--- config.mk ---
export PLATFORM = sky130hd
export DESIGN_NAME = calendar_alarm
export DESIGN_NICKNAME = d
export VERILOG_FILES = /design/src/rtl/calalm_pkg.sv /design/src/rtl/calalm_regs.sv /design/src/rtl/calalm_match.sv /design/src/rtl/calalm_flag.sv /design/src/rtl/calendar_alarm.sv
export SDC_FILE = /design/constraint.sdc
export NUM_CORES = 1
export LEC_CHECK = 0
export BUFFER_PORTS_ARGS = -buffer_cell sky130_fd_sc_hd__buf_2
export CELL_PAD_IN_SITES_DETAIL_PLACEMENT = 0
export CELL_PAD_IN_SITES_GLOBAL_PLACEMENT = 2
export CORE_ASPECT_RATIO = 0.9
export CORE_UTILIZATION = 34
export CTS_CLUSTER_DIAMETER = 30
export CTS_CLUSTER_SIZE = 20
export DETAILED_ROUTE_END_ITERATION = 10
export PLACE_DENSITY_LB_ADDON = 0.1
export SLEW_MARGIN = 40
export SYNTH_ARGS = -nofsm -noshare
export SYNTH_HDL_FRONTEND = slang
export SYNTH_SLANG_ARGS = --single-unit
--- constraint.sdc ---
create_clock -name clk -period 3 [get_ports clk]
set_input_delay 0.6 -clock clk [delete_from_list [all_inputs] [get_ports clk]]
set_output_delay 0.6 -clock clk [all_outputs]
set_load 0.005 [all_outputs]
--- src/rtl/calalm_pkg.sv ---
package calalm_pkg;
  localparam int DATA_W     = 8;
  localparam int NUM_FIELDS = 5;
  localparam int DIS_BIT    = 7;
  localparam int FLAG_BIT   = 4;
  localparam int EN_BIT     = 1;

  // value bits kept for each field (sec, min, hour, day, wday)
  function automatic logic [DATA_W-1:0] value_mask(input int idx);
    case (idx)
      0, 1:    return 8'h7F;
      2, 3:    return 8'h3F;
      4:       return 8'h07;
      default: return 8'h00;
    endcase
  endfunction

  // everything a register stores, disable bit included
  function automatic logic [DATA_W-1:0] store_mask(input int idx);
    return value_mask(idx) | (DATA_W'(1) << DIS_BIT);
  endfunction
endpackage

--- src/rtl/calalm_regs.sv ---
module calalm_regs
  import calalm_pkg::*;
#(
  parameter int ADDR_W     = 5,
  parameter int ALARM_BASE = 10
) (
  input  logic                                clk,
  input  logic                                rst,
  input  logic                                wr,
  input  logic [ADDR_W-1:0]                   addr,
  input  logic [DATA_W-1:0]                   wdata,
  output logic [NUM_FIELDS-1:0][DATA_W-1:0]   alarm_q
);
  localparam logic [DATA_W-1:0] RST_VAL = DATA_W'(1) << DIS_BIT;

  for (genvar i = 0; i < NUM_FIELDS; i++) begin : g_field
    localparam logic [ADDR_W-1:0] MY_ADDR = ADDR_W'(ALARM_BASE + i);
    localparam logic [DATA_W-1:0] KEEP    = store_mask(i);
    always_ff @(posedge clk) begin
      if (rst)
        alarm_q[i] <= RST_VAL;
      else if (wr && addr == MY_ADDR)
        alarm_q[i] <= wdata & KEEP;
    end
  end
endmodule

--- src/rtl/calalm_match.sv ---
module calalm_match
  import calalm_pkg::*;
(
  input  logic                              tick,
  input  logic [NUM_FIELDS-1:0][DATA_W-1:0] alarm_q,
  input  logic [NUM_FIELDS-1:0][DATA_W-1:0] cal_vals,
  output logic                              fire,
  output logic                              all_off
);
  logic [NUM_FIELDS-1:0] hit;
  logic [NUM_FIELDS-1:0] off;

  for (genvar i = 0; i < NUM_FIELDS; i++) begin : g_cmp
    localparam logic [DATA_W-1:0] VM = value_mask(i);
    assign off[i] = alarm_q[i][DIS_BIT];
    assign hit[i] = off[i] | ((alarm_q[i] & VM) == (cal_vals[i] & VM));
  end

  assign all_off = &off;
  assign fire    = tick & (&hit) & ~all_off;
endmodule

--- src/rtl/calalm_flag.sv ---
module calalm_flag
  import calalm_pkg::*;
(
  input  logic clk,
  input  logic rst,
  input  logic fire,
  input  logic ctrl_wr,
  input  logic wr_flag_bit,
  input  logic wr_en_bit,
  output logic flag_q,
  output logic en_q,
  output logic irq_n
);
  logic flag_d, en_d;

  always_comb begin
    flag_d = flag_q;
    if (ctrl_wr && !wr_flag_bit) flag_d = 1'b0;
    if (fire)                    flag_d = 1'b1;  // a hardware event beats a clear
    en_d = ctrl_wr ? wr_en_bit : en_q;
  end

  always_ff @(posedge clk) begin
    if (rst) begin
      flag_q <= 1'b0;
      en_q   <= 1'b0;
      irq_n  <= 1'b1;
    end else begin
      flag_q <= flag_d;
      en_q   <= en_d;
      irq_n  <= ~(flag_d & en_d);
    end
  end
endmodule

--- src/rtl/calendar_alarm.sv ---
module calendar_alarm
  import calalm_pkg::*;
#(
  parameter int ADDR_W     = 5,
  parameter int ALARM_BASE = 10,
  parameter int CTRL_ADDR  = 1
) (
  input  logic              clk,
  input  logic              rst,
  input  logic              sec_tick,
  input  logic [6:0]        cal_sec,
  input  logic [6:0]        cal_min,
  input  logic [5:0]        cal_hour,
  input  logic [5:0]        cal_day,
  input  logic [2:0]        cal_wday,
  input  logic [ADDR_W-1:0] reg_addr,
  input  logic              reg_wr,
  input  logic [DATA_W-1:0] reg_wdata,
  output logic [DATA_W-1:0] reg_rdata,
  output logic              alarm_irq_n
);
  localparam logic [ADDR_W-1:0] CTRL_A = ADDR_W'(CTRL_ADDR);

  logic [NUM_FIELDS-1:0][DATA_W-1:0] alarm_q;
  logic [NUM_FIELDS-1:0][DATA_W-1:0] cal_vals;
  logic fire_w, all_off_w, flag_q, en_q, ctrl_wr_w;
  logic [DATA_W-1:0] rd_mux;

  assign cal_vals[0] = DATA_W'(cal_sec);
  assign cal_vals[1] = DATA_W'(cal_min);
  assign cal_vals[2] = DATA_W'(cal_hour);
  assign cal_vals[3] = DATA_W'(cal_day);
  assign cal_vals[4] = DATA_W'(cal_wday);

  assign ctrl_wr_w = reg_wr && (reg_addr == CTRL_A);

  calalm_regs #(.ADDR_W(ADDR_W), .ALARM_BASE(ALARM_BASE)) u_regs (
    .clk(clk), .rst(rst), .wr(reg_wr), .addr(reg_addr),
    .wdata(reg_wdata), .alarm_q(alarm_q)
  );

  calalm_match u_match (
    .tick(sec_tick), .alarm_q(alarm_q), .cal_vals(cal_vals),
    .fire(fire_w), .all_off(all_off_w)
  );

  calalm_flag u_flag (
    .clk(clk), .rst(rst), .fire(fire_w), .ctrl_wr(ctrl_wr_w),
    .wr_flag_bit(reg_wdata[FLAG_BIT]), .wr_en_bit(reg_wdata[EN_BIT]),
    .flag_q(flag_q), .en_q(en_q), .irq_n(alarm_irq_n)
  );

  always_comb begin
    rd_mux = '0;
    if (reg_addr == CTRL_A) begin
      rd_mux[FLAG_BIT] = flag_q;
      rd_mux[EN_BIT]   = en_q;
    end
    for (int i = 0; i < NUM_FIELDS; i++)
      if (reg_addr == ADDR_W'(ALARM_BASE + i)) rd_mux = alarm_q[i];
  end

  always_ff @(posedge clk) begin
    if (rst) reg_rdata <= '0;
    else     reg_rdata <= rd_mux;
  end
endmodule

==> Word level (Yosys, flattened, before mapping) <==
Index checks and enable logic that the tools add are counted.
{ "op_classes": {"n_eq_ne": 11, "n_reduce_logical": 12, "n_mux": 10, "bitwise_logic": 10} }
{ "op_table": {"columns": ["cell", "count"], "rows": [
  ["8-bit two-way mux", 5],
  ["5-bit by 4-bit == test with 1-bit output, second input constant", 5],
  ["7-bit == test", 2],
  ["6-bit == test", 2],
  ["5-bit AND reduction", 2],
  ["1-bit logical AND", 7],
  ["5-bit by 1-bit == test with 1-bit output, second input constant", 1],
  ["1-bit two-way mux", 5],
  ["1-bit bitwise OR", 5],
  ["4-bit OR reduction", 1],
  ["1-bit AND", 3],
  ["3-bit == test", 1],
  ["1-bit NOT", 2],
  ["2-bit OR reduction", 1],
  ["1-bit logical NOT", 1]
]} }
{ "word_totals": {"word_cells": 54, "input_bits": 46, "out_inout_bits": 9, "regBits": 45} }

==> Depth between registers and ports, before layout <==
{ "logic_depth": {"depth_word": 8, "ltp_mapped": 7, "ltp_nobuf": 5} }

==> Modules after synthesis <==
From an unflattened synthesis, not the netlist that was laid out.
{ "hier_totals": {"cells_unflattened": 266, "area_unflattened_um2": 2511.2} }
{ "modules_own_cells": {"columns": ["mod", "seq_area_each_um2", "area_each_um2", "cells_each", "instances"], "rows": [
  ["calalm_regs", 680.7, 1435.1, 135, 1],
  ["calendar_alarm", 160.2, 630.6, 78, 1],
  ["calalm_match", 0.0, 344.1, 44, 1],
  ["calalm_flag", 60.1, 101.3, 9, 1]
]} }

==> Worst setup path after synthesis <==
No wires, ideal clock.
{ "synth_timing": {"path_type": "in2reg", "start": "in reg_wr", "end": "reg u_regs.alarm_q[16] (netlist name)", "setup_time_ps": 132, "n_path_buf": 2, "arrival_ps": 1543, "required_time_ps": 2868, "cell_stages": 6, "setup_slack_ps": 1325, "cell_sequence": "buf_2 nor2b_1 buf_2 nand2_1 nand2_1 a21oi_1"} }
{ "synth_between": {"elab_chain_cells": 1} }
{ "synth_rtl": {"columns": ["item", "line", "text"], "rows": [
  ["from (decl)", "calendar_alarm.sv:17", "input logic reg_wr,"],
  ["1-bit logical AND", "calalm_regs.sv:22", "else if (wr && addr == MY_ADDR)"],
  ["to (signal, indexed assignment)", "calalm_regs.sv:23", "alarm_q[i] <= wdata & KEEP;"],
  ["to (decl)", "calalm_regs.sv:12", "output logic [NUM_FIELDS-1:0][DATA_W-1:0] alarm_q"]
]} }
Every way passes these cells.
A chain may end at the register's enable or synchronous reset.

==> Worst setup path in the final report <==
{ "layout_timing": {"start": "in reg_addr[0]", "end": "reg u_regs.alarm_q[7] (netlist name)"} }
{ "layout_between": {"elab_chain_cells": 2} }
{ "layout_rtl": {"columns": ["item", "line", "text"], "rows": [
  ["from (decl)", "calendar_alarm.sv:16", "input logic [ADDR_W-1:0] reg_addr,"],
  ["5-bit by 4-bit == test with 1-bit output", "calalm_regs.sv:22", null],
  ["1-bit logical AND", "calalm_regs.sv:22", null]
]} }
Every way passes these cells.

==> Implementation_results.wiki <==
{| class="wikitable"
! Metric !! Value
|-
| H-Tree Depth || 2
|-
| Final instance area || 2670 um^2
|-
| Overall global routing resource usage || 19.6%
|-
| Crit start category || input port
|-
| Fraction of final layout cells with drive strength greater than 1 || 26.6%
|-
| Syn Nets || 291
|-
| Insertion delay to the later sink of the worst-skew pair || 0.30 ns
|-
| Buffer and inverter count on the worst path || 2
|-
| Clock slew at the register clock pins of the worst setup and hold paths || 0.09 ns
|-
| XOR/XNOR share of the synthesized area || 11.3%
|-
| Endpoint of the most critical register-to-register path || u_flag.flag_q
|-
| Number of logic stages on the critical path including buffering || 5
|-
| Tightest hold margin || 0.484 ns
|-
| Final Hold Fails || 0
|-
| Number of diodes || 0
|-
| Vias post-DR || 1,955
|-
| Relative slew margins || 63.7%
|-
| Final clock skew || 0.00699 ns
|-
| Post-synthesis cell count || 245
|-
| Die outline height || 79.2 um
|-
| FF-to-FF path depth || 5
|-
| RSZ-0062 raised after global routing || false
|-
| Outcome || finished clean
|-
| Die width || 87.8 um
|-
| Placer congestion estimate || 0.761
|-
| DPL Wire Length || 4580 um
|-
| Final-layout setup total negative slack || 0 ns
|-
| DRC errors left || 0
|-
| Max-cap violations || 0
|-
| Cell area after technology mapping || 2250 um^2
|-
| Minimum setup slack among reg-to-reg paths || 1.31 ns
|-
| FP Rows || 27
|-
| Vias/cell || 5.09
|-
| Number of resized instances in the post-cts repair step || 0
|-
| Count of synthesis-stage warnings from yosys || 0
|-
| Part of the Yosys area used for sequential elements || 40.0%
|-
| Quantity of I/O buffers inserted on ports || 54
|-
| Detailed-routing iteration count for the pre-antenna-repair pass || 4
|-
| Area inside the core boundary || 6250 um^2
|-
| Wire per inst || 16.5 um
|-
| Worst EP arrival || 1.92 ns
|-
| Number of buffers created by CTS || 5
|-
| Primary FF master, synth || sky130_fd_sc_hd__dfxtp_1
|-
| Area contributors post-synth || sky130_fd_sc_hd__dfxtp_1 40%, sky130_fd_sc_hd__mux2i_1 8.9%, sky130_fd_sc_hd__xor2_1 6.2%, sky130_fd_sc_hd__xnor2_1 5.1%, sky130_fd_sc_hd__a21oi_1 4.2%
|-
| Setup violators final || 0
|-
| TritonCTS clock tree || yes
|-
| Library cells used by synthesis || 45
|-
| Wire length of the first global-routing pass || 10,100 um
|-
| Global-route congestion overflow total || 0
|-
| Number of placed I/O pins || 55
|-
| Routed met3 length || 240 um
|-
| Critical path peak fanout || 26
|-
| Area fraction in compound gates after synthesis || 13.2%
|-
| Sequential cell area in the final layout || 901 um^2
|-
| Total count of max-transition violations in the final report || 0
|-
| Post-synthesis register bit count || 45
|-
| Final #Nets || 342
|-
| Detailed Route WL || 6330 um
|-
| Clk buf depth || 2
|-
| Placed cell area || 2590 um^2
|-
| Number of design-rule violations left by the first detailed-router iteration || 71
|-
| Worst hold stages || 2
|-
| DRT antenna net count || 0
|-
| Number of clock sinks || 45
|-
| Uppermost layer routed || met4
|-
| Power density over the cells || 415 nW/um^2
|-
| Crit-path slowest cell || sky130_fd_sc_hd__buf_2
|-
| Post-CTS setup repair buffer count || 0
|-
| Starting utilization of the core area || 36.0%
|-
| Yosys top cell area share || 40.0%
|-
| Library cell occupying the most area in the post-synthesis netlist || sky130_fd_sc_hd__dfxtp_1
|-
| WL met2 || 2790 um
|-
| Number of synthesized flops with an enable pin || 0
|-
| Final worst path period share || 57.5%
|-
| Crit path cell chain || buf_2 > nor2b_1 > buf_4 > and3_1 > a211o_1
|-
| Worst R2R Start || u_regs.alarm_q[20]
|-
| Routed metal-1 wirelength || 3250 um
|-
| Avg Cell Area, Syn || 9.19 um^2
|-
| Crit Path Class || input port to flop
|-
| F_max || 0.579 GHz
|-
| Data required time of the critical path || 3.20 ns
|-
| Layout area overhead || 18.7%
|-
| Cell type group with the largest total delay on the critical path || buffers and inverters
|-
| Maximum cell stage delay along the critical path || 0.44 ns
|-
| Clock period minus worst slack || 1.73 ns
|-
| Library cell used as clock root buffer || sky130_fd_sc_hd__clkbuf_8
|-
| Initial antenna violation count || 0
|-
| Class of the tightest hold or removal check || flop to flop
|-
| Hold_sp || u_regs.alarm_q[1]
|-
| Simple-gate area share of the yosys netlist || 19.4%
|-
| Pin count of the biggest net entering global routing || 31
|-
| Multiplexer area fraction after synthesis || 11.9%
|-
| Leak pwr || 0.00122 uW
|-
| DIE AREA || 6950 um^2
|-
| Proportion of register bits with asynchronous set or reset after synthesis || 0%
|-
| Adder and majority cell fraction of the synthesized area || 0%
|-
| Slew at the pin closest to its max-slew limit || 0.544 ns
|-
| Vias in the first global route || 1,873
|-
| Peak supply drop || 0.148 mV
|-
| Commonest cells after routing, fill and taps aside || 54 x sky130_fd_sc_hd__buf_2, 45 x sky130_fd_sc_hd__dfxtp_1, 22 x sky130_fd_sc_hd__nand2_1, 21 x sky130_fd_sc_hd__nor2_1, 20 x sky130_fd_sc_hd__mux2i_1
|-
| Most common cell after layout, fill and taps aside || sky130_fd_sc_hd__buf_2
|-
| Combinational family with the most area after synthesis || simple AND/OR/NAND/NOR gates
|-
| Number of buffers inserted for hold repair after clock tree synthesis || 0
|-
| Hold path endpoint || u_regs.alarm_q[1]
|-
| Fill cell instance count of the final layout || 673
|-
| Crit path capture type || flop
|-
| Multi-input gate area in the final layout || 1260 um^2
|}
==> registers in the layout, indices dropped and copies added (netlist names) <==
register / cells
u_regs.alarm_q: 34
reg_rdata: 8
u_flag.en_q: 1
u_flag.flag_q: 1
u_flag.irq_n: 1
==> metal layers <==
layer  vias up  global-route usage, %
met2        49                   29.3
met5         -                      0
li1        975                      -
met3         5                   3.43
met1       926                   28.6
met4         0                   4.92
==> stage by stage <==
step / util (%) / worst slack (ns) / power (uW) / cells
global placement: 41.4 / 0.962 / 748 / 376
detailed placement: 41.4 / 0.943 / 748 / 376
global route: 42.8 / 1.13 / 1160 / 384
floorplan: - / 1.32 / 686 / 245
CTS: 42.8 / 1.26 / 1120 / 384
finish: 42.8 / 1.27 / 1110 / 384
==> cell families after synthesis <==
family / after synthesis
AOI/OAI and AO/OA: 46
DFF: 45
xor gates and xnor gates: 29
buffers and inverters: 19
and+or+nand+nor: 80
muxes: 26
==> cell usage after synthesis, types with 4 or more instances <==
master / count
sky130_fd_sc_hd__a22oi_1: 4
sky130_fd_sc_hd__inv_1: 4
sky130_fd_sc_hd__xnor2_1: 13
sky130_fd_sc_hd__a31oi_1: 4
sky130_fd_sc_hd__mux2_2: 6
sky130_fd_sc_hd__nor2_1: 21
sky130_fd_sc_hd__dfxtp_1: 45
sky130_fd_sc_hd__a21oi_1: 19
sky130_fd_sc_hd__buf_2: 6
sky130_fd_sc_hd__and3_1: 4
sky130_fd_sc_hd__nand2_1: 22
sky130_fd_sc_hd__clkbuf_1: 5
sky130_fd_sc_hd__nand3_1: 13
sky130_fd_sc_hd__xor2_1: 16
sky130_fd_sc_hd__mux2i_1: 20
==> worst max path at each step <==
stage	end	slack [ns]	start
3_3_place_gp	u_regs.alarm_q[15]	0.96	reg_addr[2]
5_1_grt	u_flag.flag_q	1.13	u_regs.alarm_q[20]
2_1_floorplan	u_regs.alarm_q[16]	1.32	reg_wr
4_1_cts	u_flag.flag_q	1.26	cal_hour[4]
6_report	u_regs.alarm_q[7]	1.27	reg_addr[0]
3_5_place_dp	u_flag.flag_q	0.94	cal_hour[4]
==> final cells by class <==
| class | instances | share of cell area, % |
|---|---|---|
| repair buffers | 59 | 11.5 |
| clock buffers | 7 | 2.86 |
| flip-flops and latches | 45 | 33.7 |
| multi-input cells | 181 | 47.0 |
| clock inverters | 1 | 0.281 |
| well taps | 87 | 4.07 |
| inverters | 4 | 0.562 |
==> worst reg2reg max path: stages (launching register included) <==
cell and delay (ns):
sky130_fd_sc_hd__dfxtp_1 0.35, sky130_fd_sc_hd__xor2_1 0.16, sky130_fd_sc_hd__nor4_1 0.34, sky130_fd_sc_hd__a31oi_1 0.21, sky130_fd_sc_hd__nor4_2 0.37, sky130_fd_sc_hd__a41o_1 0.21
==> report_power, final <==
part / switching, uW / total [uW] / internal [uW]
logic: 71.8 / 125 / 53.5
registers: 4.66 / 608 / 604
clock network: 210 / 375 / 165
(Power assumes the default switching activity.)
